===== config.mk =====
export PLATFORM = sky130hd
export DESIGN_NAME = ss_stack_unit
export DESIGN_NICKNAME = d
export VERILOG_FILES = /design/src/rtl/ss_unit_pkg.sv /design/src/rtl/ss_enable.sv /design/src/rtl/ss_ptr_reg.sv /design/src/rtl/ss_seq.sv /design/src/rtl/ss_stack_unit.sv
export SDC_FILE = /design/constraint.sdc
export NUM_CORES = 1
export LEC_CHECK = 0
export ABC_AREA = 1
export BUFFER_PORTS_ARGS = -buffer_cell sky130_fd_sc_hd__buf_2
export CAP_MARGIN = 30
export CORE_ASPECT_RATIO = 2
export CORE_MARGIN = 3
export CORE_UTILIZATION = 45
export DETAILED_ROUTE_END_ITERATION = 12
export PLACE_DENSITY = 0.8
export SYNTH_ARGS = -nofsm -noshare
export SYNTH_HDL_FRONTEND = slang
export SYNTH_HIERARCHICAL = 1
export SYNTH_SLANG_ARGS = --single-unit

===== constraint.sdc =====
create_clock -name clk -period 2.1 [get_ports clk]
set_input_delay 0.42 -clock clk [delete_from_list [all_inputs] [get_ports clk]]
set_output_delay 0.42 -clock clk [all_outputs]
set_load 0.02 [all_outputs]

===== src/rtl/ss_unit_pkg.sv =====
package ss_unit_pkg;
  typedef enum logic [1:0] {ST_IDLE, ST_REQ, ST_WAIT, ST_CHECK} ss_state_e;
  typedef enum logic [1:0] {
    EXC_NONE = 2'd0, EXC_STORE_ACCESS = 2'd1, EXC_SW_CHECK = 2'd2
  } ss_exc_e;
  localparam logic [1:0] PRIV_USER    = 2'b00;
  localparam logic [1:0] PRIV_MACHINE = 2'b11;
  localparam int unsigned SW_CHECK_TVAL = 3;
endpackage


===== src/rtl/ss_enable.sv =====
module ss_enable
  import ss_unit_pkg::*;
(
  input  logic [1:0] priv,
  input  logic       virt,
  input  logic       en_m,
  input  logic       en_h,
  input  logic       en_s,
  output logic       active
);
  logic not_machine, virt_ok, user_ok;
  always_comb begin
    not_machine = (priv != PRIV_MACHINE);
    virt_ok     = !virt || en_h;
    user_ok     = (priv != PRIV_USER) || en_s;
    active      = not_machine && en_m && virt_ok && user_ok;
  end
endmodule


===== src/rtl/ss_ptr_reg.sv =====
module ss_ptr_reg #(
  parameter int XLEN = 32
) (
  input  logic            clk,
  input  logic            rst_n,
  input  logic            csr_we,
  input  logic [XLEN-1:0] csr_wdata,
  input  logic            upd_en,
  input  logic [XLEN-1:0] upd_val,
  output logic [XLEN-1:0] ptr
);
  localparam int BYTES = XLEN / 8;
  localparam logic [XLEN-1:0] MASK = ~(XLEN'(BYTES - 1));

  always_ff @(posedge clk) begin
    if (!rst_n)      ptr <= '0;
    else if (upd_en) ptr <= upd_val & MASK;
    else if (csr_we) ptr <= csr_wdata & MASK;
  end


  upd_wins_chk: assert property (@(posedge clk) disable iff (!rst_n)
    upd_en |=> ptr == ($past(upd_val) & MASK));

  csr_write_chk: assert property (@(posedge clk) disable iff (!rst_n)
    (csr_we && !upd_en) |=> ptr == ($past(csr_wdata) & MASK));
endmodule


===== src/rtl/ss_seq.sv =====
module ss_seq
  import ss_unit_pkg::*;
#(
  parameter int XLEN = 32
) (
  input  logic            clk,
  input  logic            rst_n,
  input  logic            op_valid,
  output logic            op_ready,
  input  logic            op_is_pop,
  input  logic [XLEN-1:0] op_value,
  input  logic            active,
  input  logic [XLEN-1:0] ptr,
  output logic            mem_req_valid,
  input  logic            mem_req_ready,
  output logic [XLEN-1:0] mem_addr,
  output logic [XLEN-1:0] mem_wdata,
  output logic            mem_we,
  input  logic            mem_rsp_valid,
  input  logic [XLEN-1:0] mem_rsp_data,
  input  logic            mem_rsp_err,
  output logic            upd_en,
  output logic [XLEN-1:0] upd_val,
  output logic            done,
  output logic            exc_valid,
  output logic [1:0]      exc_cause,
  output logic [XLEN-1:0] exc_tval
);
  localparam int BYTES = XLEN / 8;
  localparam logic [XLEN-1:0] STEP = XLEN'(BYTES);
  localparam logic [XLEN-1:0] TVAL_SW = XLEN'(SW_CHECK_TVAL);

  ss_state_e state_q;
  logic            pop_q, noop_q, err_q;
  logic [XLEN-1:0] val_q, addr_q, data_q;
  logic            mismatch;

  always_ff @(posedge clk) begin
    if (!rst_n) begin
      state_q <= ST_IDLE;
      pop_q   <= 1'b0;
      noop_q  <= 1'b0;
      err_q   <= 1'b0;
      val_q   <= '0;
      addr_q  <= '0;
      data_q  <= '0;
    end else begin
      unique case (state_q)
        ST_IDLE: if (op_valid) begin
          pop_q   <= op_is_pop;
          val_q   <= op_value;
          noop_q  <= !active;
          err_q   <= 1'b0;
          addr_q  <= op_is_pop ? ptr : ptr - STEP;
          state_q <= active ? ST_REQ : ST_CHECK;
        end
        ST_REQ:  if (mem_req_ready) state_q <= ST_WAIT;
        ST_WAIT: if (mem_rsp_valid) begin
          data_q  <= mem_rsp_data;
          err_q   <= mem_rsp_err;
          state_q <= ST_CHECK;
        end
        ST_CHECK: state_q <= ST_IDLE;
        default:  state_q <= ST_IDLE;
      endcase
    end
  end

  always_comb begin
    op_ready      = (state_q == ST_IDLE);
    mem_req_valid = (state_q == ST_REQ);
    mem_addr      = addr_q;
    mem_wdata     = val_q;
    mem_we        = !pop_q;
    done          = (state_q == ST_CHECK);
    mismatch      = !noop_q && !err_q && pop_q && (data_q != val_q);
    exc_valid     = done && !noop_q && (err_q || mismatch);
    exc_cause     = !exc_valid ? EXC_NONE : (err_q ? EXC_STORE_ACCESS : EXC_SW_CHECK);
    exc_tval      = err_q ? addr_q : TVAL_SW;
    upd_en        = done && !noop_q && !err_q && !mismatch;
    upd_val       = pop_q ? addr_q + STEP : addr_q;
  end


  req_hold_chk: assert property (@(posedge clk) disable iff (!rst_n)
    (mem_req_valid && !mem_req_ready) |=>
      (mem_req_valid && $stable(mem_addr) && $stable(mem_wdata) && $stable(mem_we)));

  exc_with_done_chk: assert property (@(posedge clk) disable iff (!rst_n)
    exc_valid |-> done);

  done_pulse_chk: assert property (@(posedge clk) disable iff (!rst_n)
    done |=> !done);

  busy_block_chk: assert property (@(posedge clk) disable iff (!rst_n)
    (op_valid && op_ready) |=> !op_ready);

  noop_quiet_chk: assert property (@(posedge clk) disable iff (!rst_n)
    ($past(op_valid && op_ready) && done) |-> (!upd_en && !exc_valid));
endmodule


===== src/rtl/ss_stack_unit.sv =====
module ss_stack_unit #(
  parameter int XLEN = 32
) (
  input  logic            clk,
  input  logic            rst_n,
  input  logic            op_valid,
  output logic            op_ready,
  input  logic            op_is_pop,
  input  logic [XLEN-1:0] op_value,
  input  logic [1:0]      priv,
  input  logic            virt,
  input  logic            en_m,
  input  logic            en_h,
  input  logic            en_s,
  input  logic            ptr_we,
  input  logic [XLEN-1:0] ptr_wdata,
  output logic [XLEN-1:0] ptr_value,
  output logic            mem_req_valid,
  input  logic            mem_req_ready,
  output logic [XLEN-1:0] mem_addr,
  output logic [XLEN-1:0] mem_wdata,
  output logic            mem_we,
  input  logic            mem_rsp_valid,
  input  logic [XLEN-1:0] mem_rsp_data,
  input  logic            mem_rsp_err,
  output logic            done,
  output logic            exc_valid,
  output logic [1:0]      exc_cause,
  output logic [XLEN-1:0] exc_tval
);
  logic            active;
  logic            upd_en;
  logic [XLEN-1:0] upd_val;

  ss_enable u_enable (
    .priv(priv), .virt(virt), .en_m(en_m), .en_h(en_h), .en_s(en_s),
    .active(active)
  );

  ss_ptr_reg #(.XLEN(XLEN)) u_ptr (
    .clk(clk), .rst_n(rst_n), .csr_we(ptr_we), .csr_wdata(ptr_wdata),
    .upd_en(upd_en), .upd_val(upd_val), .ptr(ptr_value)
  );

  ss_seq #(.XLEN(XLEN)) u_seq (
    .clk(clk), .rst_n(rst_n),
    .op_valid(op_valid), .op_ready(op_ready), .op_is_pop(op_is_pop), .op_value(op_value),
    .active(active), .ptr(ptr_value),
    .mem_req_valid(mem_req_valid), .mem_req_ready(mem_req_ready),
    .mem_addr(mem_addr), .mem_wdata(mem_wdata), .mem_we(mem_we),
    .mem_rsp_valid(mem_rsp_valid), .mem_rsp_data(mem_rsp_data), .mem_rsp_err(mem_rsp_err),
    .upd_en(upd_en), .upd_val(upd_val),
    .done(done), .exc_valid(exc_valid), .exc_cause(exc_cause), .exc_tval(exc_tval)
  );


  swcheck_tval_chk: assert property (@(posedge clk) disable iff (!rst_n)
    (exc_valid && exc_cause == 2'd2) |-> exc_tval == XLEN'(3));

  mach_off_chk: assert property (@(posedge clk) disable iff (!rst_n)
    (op_valid && op_ready && priv == 2'b11) |=> (done && !mem_req_valid));
endmodule


==> After elaboration in Yosys (flattened, before gate mapping) <==
Cells that the tools add are included.
{ "op_classes": {"n_addsub": 2, "bitwise_logic": 0, "n_lt_le_gt_ge": 0, "n_shift": 0, "muxes": 15, "n_reduce_logical": 27, "n_eq_ne": 8, "div_mod_pow": 0, "mul": 0} }
{ "op_table": {"columns": ["cell", "count"], "rows": [
  ["$mux 32", 5],
  ["$add 32x3->32 const B", 1],
  ["$ne 32x32->1", 1],
  ["$sub 32x3->32 const B", 1],
  ["$mux 2", 6],
  ["$logic_and 1x1->1", 10],
  ["$pmux 2 s4", 1],
  ["$logic_not 1->1", 6],
  ["$ne 2x2->1 const B", 3],
  ["$reduce_and 3->1", 2],
  ["$reduce_bool 2->1", 3],
  ["$eq 2x2->1 const B", 2],
  ["$reduce_and 2->1", 2],
  ["$logic_or 1x1->1", 3],
  ["$eq 2x1->1 const B", 1],
  ["$logic_not 2->1", 1],
  ["$mux 1", 2],
  ["$ne 2x1->1 const B", 1],
  ["$pmux 1 s2", 1]
]} }
{ "word_totals": {"elab_cells": 60, "out_inout_bits": 135, "latch_bits": 0, "ff_bits": 131, "rom_bits": 0, "input_bits": 110, "ramBits": 0, "mem_count": 0} }

==> Longest topological paths before layout <==
Gate-level depths: netlist (run 1).
{ "depth": {"ltp_word": 7, "ltp_mapped": 17, "ltp_nobuf": 16} }

==> By module <==
The synthesis (run 1) kept the hierarchy.
{ "modules_own_cells": {"columns": ["module", "seq_area_each_um2", "area_per_inst_um2", "cells_per_inst", "instances"], "rows": [
  ["ss_seq", 2021.9, 5910.7, 915, 1],
  ["ss_ptr_reg", 600.6, 1765.4, 230, 1],
  ["ss_enable", 0.0, 35.0, 9, 1]
]} }

==> Least setup slack after synthesis (run 1) <==
No wires, ideal clock.
{ "synth_timing": {"path_type": "register to register", "from": "reg u_seq.addr_q[2] (netlist: u_seq/mem_addr[2])", "to": "reg u_ptr.ptr[28]", "t_required_ps": 1991, "path_stages_with_launch": 13, "setup_ps": 109, "setup_slack_ps": 251, "arrival_ps": 1740, "synth_period_minus_slack_ps": 1849, "path_buffers": 0, "path_cell_list": "dfxtp_1 > ha_1 > nand3_2 > nor3_2 > nand3_2 > nor2_2 > nand2_1 > xor2_1 > inv_1 > nand2_1 > nand3_1 > nand2_1 > inv_1"} }
{ "synth_between": {"elab_chain_cells": 3} }
{ "synth_rtl": {"columns": ["item", "line", "text"], "rows": [
  ["start: declaration", "ss_seq.sv:35", "logic [XLEN-1:0] val_q, addr_q, data_q;"],
  ["start signal: assignment", "ss_seq.sv:54", "addr_q <= op_is_pop ? ptr : ptr - STEP;"],
  ["$add 32x3->32", "ss_seq.sv:81", "upd_val = pop_q ? addr_q + STEP : addr_q;"],
  ["$mux 32", "ss_seq.sv:81", null],
  ["net upd_val[28]", "ss_stack_unit.sv:33", "logic [XLEN-1:0] upd_val;"],
  ["$mux 32", "ss_ptr_reg.sv:17", "else if (upd_en) ptr <= upd_val & MASK;"],
  ["end signal: assignment", "ss_ptr_reg.sv:17", null],
  ["end signal: assignment", "ss_ptr_reg.sv:18", "else if (csr_we) ptr <= csr_wdata & MASK;"],
  ["end: declaration", "ss_ptr_reg.sv:10", "output logic [XLEN-1:0] ptr"]
]} }
The timed path passes the listed nets, and every way through them passes these cells.
A chain may end at the register's enable or synchronous reset.

==> Final worst setup path (run 1) <==
{ "layout_timing": {"from": "reg u_seq.val_q[22] (netlist: u_seq/mem_wdata[22])", "to": "out exc_valid"} }
{ "layout_between": {"elab_chain_cells": 4} }
{ "layout_rtl": {"columns": ["item", "line", "text"], "rows": [
  ["start: declaration", "ss_seq.sv:35", null],
  ["start signal: assignment", "ss_seq.sv:51", "val_q <= op_value;"],
  ["$ne 32x32->1", "ss_seq.sv:76", "mismatch = !noop_q && !err_q && pop_q && (data_q != val_q);"],
  ["$logic_and 1x1->1", "ss_seq.sv:76", null],
  ["$logic_or 1x1->1", "ss_seq.sv:77", "exc_valid = done && !noop_q && (err_q || mismatch);"],
  ["$logic_and 1x1->1", "ss_seq.sv:77", null],
  ["end: declaration", "ss_stack_unit.sv:27", "output logic exc_valid,"]
]} }
Every way passes these cells.

==> flow_summary_export.csv, run 1 <==
group,metric,value,unit
status,status,"finished, violations left",
status,violations,"setup timing",
grt,overflow,0,
setup_path,cp-end-kind,"primary output",
sta,max_clock_freq,0.464,GHz
floorplan,die_h,191,um
yosys,synth_cells,1152,
clocking,clk_pin_slew_worst_paths,0.06,ns
floorplan,io_pins,245,
floorplan,start_util,0.459,
setup_path,start_kind,"register",
yosys,yosysWarningCount,6,
drt,routed_wl,27.1,mm
clocking,clock_sinks,131,
cells_and_area,areaGrowthSynthToFinish,32.5,%
setup_path,crit_type,"reg2out",
grt,grt_pass1_vias,8220,
sta,min_period,2.15,ns
sta,slew_viol_final,0,
yosys,postSynthAreaPerCell,6.68,um^2
setup_path,crit_required,1.68,ns
cells_and_area,num_antenna_cells,0,
sta,setup_viol,2,
drt,dr.pass1.iters,5,
sta,period_share,1.03,
drt,viasPerCell,5.15,
hold_path,min_path_type,"in2reg",
placed_design,dp.cells,1595,
drt,top_layer_used,"met4",
pwr,power.leakage,5.53,nW
drt,met2RoutedLength,15.1,mm
clocking,cts_root_buffer,"clkbuf_16",
grt,grt_first_pass_wirelength,40.0,mm
drt,drc,0,
clocking,clockBufferDepth,2,
clocking,numCtsBuffers,17,
floorplan,core,16800,um^2
clocking,ctsHtreeMaxLevel,4,
drt,wl_met3,1.67,mm
floorplan,die_area,18800,um^2
sta,hold_viol,0,
clocking,cts_tree,"built",
pwr,peakVddDrop,615,uV
grt,grt_usage,0.269,
drt,drtAntennaViolNets,0,
yosys,synth.cell_area,7700,um^2
sta,rsz0062_at_grt,"yes",
placed_design,routabilityCongestion,0.938,
pwr,p_per_area,1080,nW/um^2
placed_design,io_buffers,240,
floorplan,die_x,98.5,um
sta,setup_ws,-0.0545,ns
clocking,clkLatencyLatePin,0.42,ns
setup_path,rr_worst_depth,16,
drt,vias,8380,
drt,drtIter0Drc,373,
cells_and_area,drive_gt1_frac,0.325,
cells_and_area,stdcell_area,10200,um^2
hold_path,hold_path_depth,3,
setup_path,cp_max_fo,2,
grt,antenna_found_initial,0,
drt,drt-met1-wl,8.64,mm
floorplan,rows,67,
flow_run,drv_cap,0,
drt,wl_per_cell,16.6,um
cells_and_area,final_cells,1628,
placed_design,dpl_cell_area,9330,um^2
cells_and_area,num-nets-final,1528,
setup_path,cp_data_arrival_time,1.73,ns
sta,skew,0.00951,ns
placed_design,place_hpwl,19.4,mm
grt,grt_max_degree,72,
## state kept, by name, summed over array words and instances (netlist names)
register	flops
u_ptr/ptr	30
u_seq/data_q	32
u_seq/err_q	1
u_seq/mem_addr	32
u_seq/mem_wdata	32
u_seq/noop_q	1
u_seq/pop_q	1
u_seq/state_q	2
## metrics by stage
stage	worst slack (ns)	utilization	hold WS, ns	setup TNS [ns]	power, mW
detailed placement	-0.0723	0.557	0.459	-1.58	7.84
global placement	-0.0312	0.557	0.453	-0.357	7.76
global route	-0.166	0.608	0.257	-2.92	11.7
floorplan	0.251	-	0.444	0	6.31
CTS	-0.121	0.592	0.240	-0.225	10.8
finish	-0.0545	0.608	0.266	-0.105	11.0
## layer usage
layer  track usage  vias up
met5             0        -
met4         0.169        0
met3        0.0438      106
met2         0.533      393
met1         0.245     3801
li1              -     4080
## where the power goes
part | internal [mW] | total, mW | leakage, nW | switching, mW
registers | 3.05 | 3.57 | 1.08 | 0.517
clock network | 1.84 | 2.92 | 0.277 | 1.08
logic | 1.66 | 4.51 | 4.17 | 2.85
## path summary, 6_finish.rpt
check / startpoint / end / slack [ns]
max: u_seq/mem_wdata[22] / exc_valid / -0.05
min: mem_rsp_data[3] / u_seq/data_q[3] / 0.27
max reg2reg: u_seq/mem_wdata[22] / u_ptr/ptr[22] / 0
min reg2reg: u_seq/data_q[1] / u_seq/data_q[1] / 0.46
## placed cells by master, fill, tap and decap left out, types with 4 or more instances in the layout
master	count
dfxtp_2	10
nor2_2	18
nand4_1	9
ha_1	5
nand2_2	34
nand3_2	55
dfxtp_1	121
nor3_1	9
nor3_2	7
nor2_4	6
buf_12	9
buf_4	36
o21ai_0	93
xor2_1	31
inv_1	169
clkbuf_8	4
nand3_1	42
buf_2	238
xnor2_1	26
clkbuf_16	21
nor2_1	162
a21oi_1	48
nand2_1	226
## repair_timing
action	CTS	global route
buffers inserted	0	0
pin swaps	6	10
resized for setup	13	55
setup endpoints to repair	34	35
hold buffers	0	0
gates cloned	0	6
## layout make-up
cell class / instances / area (um^2)
Fill cell: 1539 / 6570
Multi-Input combinational cell: 798 / 4280
Clock inverter: 5 / 77.6
Inverter: 172 / 653
Sequential cell: 131 / 2640
Timing Repair Buffer: 292 / 1810
Clock buffer: 23 / 488
Tap cell: 207 / 259
## critical path, stage by stage (launching register included)
cell and delay, ns:
dfxtp_2 0.33, xnor2_2 0.22, nand2_1 0.10, nor2_2 0.10, nand2_2 0.08, nor2_4 0.15
nand2_2 0.08, nand2_2 0.07, a21oi_2 0.06, buf_6 0.13
No activity file was read; power rests on OpenSTA's default activity.
==> run 2, diff against run 1 <==
CORE_UTILIZATION = 52   (was 45)
PLACE_DENSITY = 0.89   (was 0.8)
==> run 2 against run 1 <==
Compared with the run above: the flow still finishes with violations (setup timing); sequential cell count unchanged; via count increased by 2.7%; clock skew decreased by 0.0018 ns; fmax decreased by 1.8%; first-iteration DRC count increased by 60%; largest cell class unchanged; highest routed layer is now met5.
==> flow_summary_export.csv, run 2 (synthesis results as in run 1) <==
group,metric,value,unit
status,status,"finished, violations left",
status,violations,"setup timing",
sta,min_period,2.19,ns
grt,grt_first_pass_wirelength,39.0,mm
clocking,ctsHtreeMaxLevel,4,
sta,whs,0.254,ns
cells_and_area,fin_util,0.691,
cells_and_area,final_cell_mix,"nand2_1, buf_2, inv_1, nor2_1, dfxtp_1",
drt,drtIter0Drc,598,
setup_path,rr_endpoint,"u_ptr/ptr[2]",
pwr,p_sw,4.46,mW
floorplan,die_h,178,um
clocking,clkLatencyLatePin,0.41,ns
placed_design,dp.cells,1571,
placed_design,io_buffers,240,
sta,hold_viol,0,
setup_path,start_kind,"register",
cells_and_area,fillers,1180,
clocking,clockBufferDepth,2,
setup_path,reg2reg_slack,-0.01,ns
setup_path,crit_type,"reg2out",
drt,vias,8603,
sta,worstMarginPinSlew,0.655,ns
grt,grt_usage,0.302,
sta,max_clock_freq,0.456,GHz
floorplan,core,14400,um^2
clocking,clk_pin_slew_worst_paths,0.06,ns
hold_path,min_path_type,"in2reg",
pwr,power.switching_fraction,0.400,
grt,overflow,0,
drt,routed_wl,25.4,mm
setup_path,cp_data_arrival_time,1.77,ns
pwr,combPwrFrac,0.386,
drt,dr.pass1.iters,6,
sta,slew_viol_final,0,
pwr,clock_power_share,0.288,
cells_and_area,drive_gt1_frac,0.310,
drt,drc,0,
sta,setup_ws,-0.0944,ns
cells_and_area,final_common_cell,"nand2_1",
clocking,clock_sinks,131,
pwr,power.leakage,5.43,nW
floorplan,die_area,16400,um^2
drt,wl_per_cell,15.8,um
sta,setup_viol,3,
setup_path,cp-end-kind,"primary output",
sta,period_share,1.04,
placed_design,routabilityCongestion,0.930,
clocking,cts_tree,"built",
pwr,peakVddDrop,645,uV
floorplan,rows,62,
grt,grt_max_degree,71,
setup_path,r2r_start,"u_seq/data_q[2]",
placed_design,dpl_cell_area,9180,um^2
clocking,numCtsBuffers,17,
flow_run,drv_cap,0,
cells_and_area,final_cells,1606,
setup_path,cp_max_fo,2,
pwr,intPower,6.68,mW
pwr,p_per_area,1120,nW/um^2
floorplan,start_util,0.533,
sta,rsz0062_at_grt,"yes",
pwr,p_seq_frac,0.325,
grt,antenna_found_initial,1,
drt,drtAntennaViolNets,0,
clocking,postCtsHoldBufs,0,
placed_design,place_hpwl,18.4,mm
clocking,cts_root_buffer,"clkbuf_16",
setup_path,crit_start,"u_seq/data_q[2]",
grt,grt_pass1_vias,8367,
setup_path,rr_worst_depth,15,
setup_path,cp-endpoint,"exc_valid",
sta,slew_headroom,0.563,
setup_path,crit_required,1.68,ns
floorplan,io_pins,245,
floorplan,die_x,92.0,um
cells_and_area,stdcell_area,9970,um^2
sta,skew,0.00773,ns
cells_and_area,num-nets-final,1516,
cells_and_area,areaGrowthSynthToFinish,29.5,%
drt,viasPerCell,5.36,
run 2: cell count changes in the layout (fill, tap and decap cells not counted), moves of 3 or more:
cell | before | now
nand2_2 | 34 | 11
inv_2 | 2 | 5
buf_12 | 9 | 3
buf_4 | 36 | 33
dfxtp_1 | 121 | 116
dfxtp_2 | 10 | 15
clkbuf_16 | 21 | 17
nand2_1 | 226 | 250
run 2: worst max-delay path: stages, from the launching register on:
cell and delay [ns]:
dfxtp_1 0.33, xnor2_1 0.19, nand2_1 0.11, nor2_2 0.11, nand2_1 0.09, nor2_2 0.15
nand2_1 0.11, nand2_2 0.09, a21oi_2 0.06, buf_6 0.13
run 2: final cells by class:
type | count | area [um^2] | share of cell area
multi-input cells | 798 | 4230 | 0.424
flip-flops and latches | 131 | 2640 | 0.265
repair buffers | 280 | 1570 | 0.158
inverters | 172 | 646 | 0.0648
clock buffers | 20 | 467 | 0.0468
well taps | 192 | 240 | 0.0241
clock inverters | 12 | 176 | 0.0177
diodes | 1 | 2.50 | 0.000251
run 2: how the worst min path moves through the flow:
stage          depth (start not counted)                   to  slack (ns)              from
6_report                               3  u_seq/mem_wdata[23]        0.25      op_value[23]
3_5_place_dp                           2     u_seq/data_q[18]        0.46  u_seq/data_q[18]
3_3_place_gp                           2     u_seq/data_q[21]        0.45  u_seq/data_q[21]
4_1_cts                                3      u_seq/data_q[6]        0.24   mem_rsp_data[6]
5_1_grt                                3      u_seq/data_q[6]        0.25   mem_rsp_data[6]
2_1_floorplan                          2      u_seq/data_q[0]        0.44   u_seq/data_q[0]
run 2: power by group through the flow:
| stage | Combinational [mW] | Clock, mW | Sequential (mW) |
|---|---|---|---|
| detailed placement | 4.08 | 0 | 3.63 |
| global route | 4.70 | 3.37 | 3.70 |
| floorplan | 2.29 | 0 | 4.02 |
| CTS | 4.16 | 3.26 | 3.59 |
| global placement | 3.97 | 0 | 3.61 |
| finish | 4.30 | 3.21 | 3.63 |
run 2: metrics by stage:
step / power (mW) / TNS (ns) / setup slack (ns)
2_1_floorplan: 6.31 / 0 / 0.251
3_3_place_gp: 7.58 / -0.0574 / -0.0155
3_5_place_dp: 7.71 / -0.682 / -0.0586
4_1_cts: 11.0 / -0.0681 / -0.0548
5_1_grt: 11.8 / -3.36 / -0.202
6_report: 11.1 / -0.186 / -0.0944
run 2: per-layer routing:
metal / vias up / share of wire / global-route usage / routed length, um
met2: 473 / 0.54 / 0.557 / 13600
met1: 3921 / 0.34 / 0.292 / 8530
met3: 135 / 0.065 / 0.0536 / 1650
met5: - / 0.00051 / 0 / 13
met4: 2 / 0.064 / 0.227 / 1620
li1: 4072 / - / - / -
run 2: what timing repair did:
action	4_1_cts	5_1_grt
endpoints found under the setup margin	32	32
pin swaps	5	19
hold endpoints to repair	0	0
gates resized for setup	15	30
setup buffers	0	2
==> run 3, diff against run 2 <==
RECOVER_POWER = 50   (was not set)
==> run 3 against run 2 <==
Compared with the run above: the flow still finishes with violations (setup timing); design area down 1.4%; die area unchanged; critical path depth is 2 higher; power decreased by 1.0%; final cell count unchanged; clock power about the same; combinational power decreased by 3%; global-route usage unchanged; worst setup slack got worse by 0.018 ns; register-to-register slack about the same; routed wire length is 0.55% higher.
==> flow_summary_export.csv, run 3 (synthesis results as in run 1) <==
group,metric,value,unit
status,status,"finished, violations left",
status,violations,"setup timing",
placed_design,dp_slack,-0.0586,ns
setup_path,crit_type,"reg2out",
pwr,power.total,11.0,mW
grt,grt_usage,0.302,
cells_and_area,stdcell_area,9830,um^2
sta,max_clock_freq,0.452,GHz
pwr,combPwrFrac,0.378,
sta,setup_viol,5,
setup_path,crit_family,"simple AND/OR/NAND/NOR gates",
sta,period_share,1.05,
pwr,power.switching_fraction,0.406,
setup_path,cp_common_cell,"nand2_1",
clocking,clkLatencyLatePin,0.42,ns
sta,slew_viol_final,0,
flow_run,drv_cap,0,
placed_design,io_buffers,240,
cells_and_area,final_common_cell,"nand2_1",
pwr,power.leakage,5.07,nW
cells_and_area,regArea,2640,um^2
sta,skew,0.00800,ns
clocking,numCtsBuffers,17,
sta,setup_ws,-0.112,ns
placed_design,dp.cells,1571,
grt,grt_pass1_vias,8367,
placed_design,place_hpwl,18.4,mm
drt,drtIter0Drc,541,
setup_path,start_kind,"register",
sta,worstMarginPinSlew,0.756,ns
setup_path,cp_data_arrival_time,1.79,ns
pwr,peakVddDrop,643,uV
sta,min_period,2.21,ns
cells_and_area,fillers,1231,
pwr,p_seq_frac,0.330,
setup_path,path_cells,"inv_1, nand2_1, nand2_1, nand2_2, nor2_2, nand2_1, nor2_2, nand2_1, nand2_2, a21oi_2, buf_6",
grt,grt.busiest_layer,"met2",
pwr,p_sw,4.48,mW
drt,drtAntennaViolNets,0,
placed_design,dpl_cell_area,9180,um^2
setup_path,crit_required,1.68,ns
floorplan,core,14400,um^2
sta,hold_viol,0,
cells_and_area,fin_util,0.681,
cells_and_area,multi_input_area,4230,um^2
cells_and_area,drive_gt1_frac,0.243,
floorplan,start_util,0.533,
cells_and_area,final_cells,1606,
grt,overflow,0,
sta,slew_headroom,0.496,
pwr,clock_power_share,0.292,
drt,vias,8572,
grt,grt_first_pass_wirelength,39.0,mm
clocking,cts_tree,"built",
cells_and_area,num-nets-final,1516,
grt,use_met1,0.292,
floorplan,die_x,92.0,um
grt,antenna_found_initial,1,
clocking,clockBufferDepth,2,
sta,rsz0062_at_grt,"yes",
setup_path,critPathMaxStageDelay,0.33,ns
pwr,p_per_area,1120,nW/um^2
clocking,clk_pin_slew_worst_paths,0.06,ns
clocking,clock_sinks,131,
clocking,postCtsHoldBufs,0,
floorplan,io_pins,245,
clocking,cts_root_buffer,"clkbuf_16",
setup_path,critPathSlowestCell,"dfxtp_1",
setup_path,cp_max_fo,3,
drt,dr.pass1.iters,6,
setup_path,cp-end-kind,"primary output",
cells_and_area,areaGrowthSynthToFinish,27.7,%
setup_path,path_buf_inv,2,
drt,routed_wl,25.6,mm
sta,whs,0.252,ns
floorplan,die_area,16400,um^2
clocking,ctsHtreeMaxLevel,4,
sta,setup_tns,-0.242,ns
placed_design,routabilityCongestion,0.930,
drt,wl_per_cell,15.9,um
floorplan,rows,62,
floorplan,die_h,178,um
grt,met3_usage,0.0536,
cells_and_area,final_cell_mix,"nand2_1, inv_1, nor2_1, buf_2, dfxtp_1",
hold_path,min_path_type,"in2reg",
pwr,intPower,6.55,mW
grt,grt_max_degree,71,
drt,viasPerCell,5.34,
grt,use_met2,0.557,
drt,drc,0,
-- run 3: changes by cell type in the layout (fill, tap and decap cells not counted) --
cell	previous run	this run
buf_12	3	2
buf_2	238	146
buf_4	33	29
clkbuf_1	0	93
clkbuf_2	0	3
clkbuf_4	0	1
dfxtp_1	116	117
dfxtp_2	15	14
inv_1	167	168
inv_2	5	4
-- run 3: layout make-up --
class,count,share of cell area
clock inverter,12,0.0180
antenna,1,0.000255
tap,192,0.0244
clock buffer,20,0.0475
multi-input combinational,798,0.430
sequential,131,0.269
timing repair buffer,280,0.146
inverter,172,0.0657
-- run 3: power groups by stage --
stage,Combinational [mW],Clock (mW),Sequential (mW)
floorplan,2.29,0,4.02
global placement,3.97,0,3.61
detailed placement,4.08,0,3.63
CTS,4.16,3.26,3.59
global route,4.57,3.37,3.70
finish,4.17,3.22,3.64
-- run 3: worst paths after layout --
path	start	to	slack, ns	cells past startpoint
setup / recovery	u_seq/mem_wdata[0]	exc_valid	-0.11	11
hold / removal	op_value[23]	u_seq/mem_wdata[23]	0.25	3
setup reg to reg	u_seq/mem_wdata[0]	u_ptr/ptr[2]	-0.02	17
hold reg to reg	u_seq/data_q[1]	u_seq/data_q[1]	0.47	2
-- run 3: tightest hold or removal path, cell delays in order --
cell and delay (ns):
buf_2 0.07, o21ai_0 0.07, nor2_1 0.07
-- run 3: per-layer routing --
layer	up-vias	part of all wire
li1	4072	-
met1	3885	0.33
met2	475	0.53
met3	138	0.070
met4	2	0.064
met5	-	0.00051
-- run 3: timing repair --
| action | 4_1_cts | 5_1_grt |
|---|---|---|
| pin swaps | 5 | 19 |
| setup buffers | 0 | 2 |
| gates resized for setup | 15 | 30 |
| cloned | 0 | 0 |
| endpoints found under the setup margin | 32 | 32 |
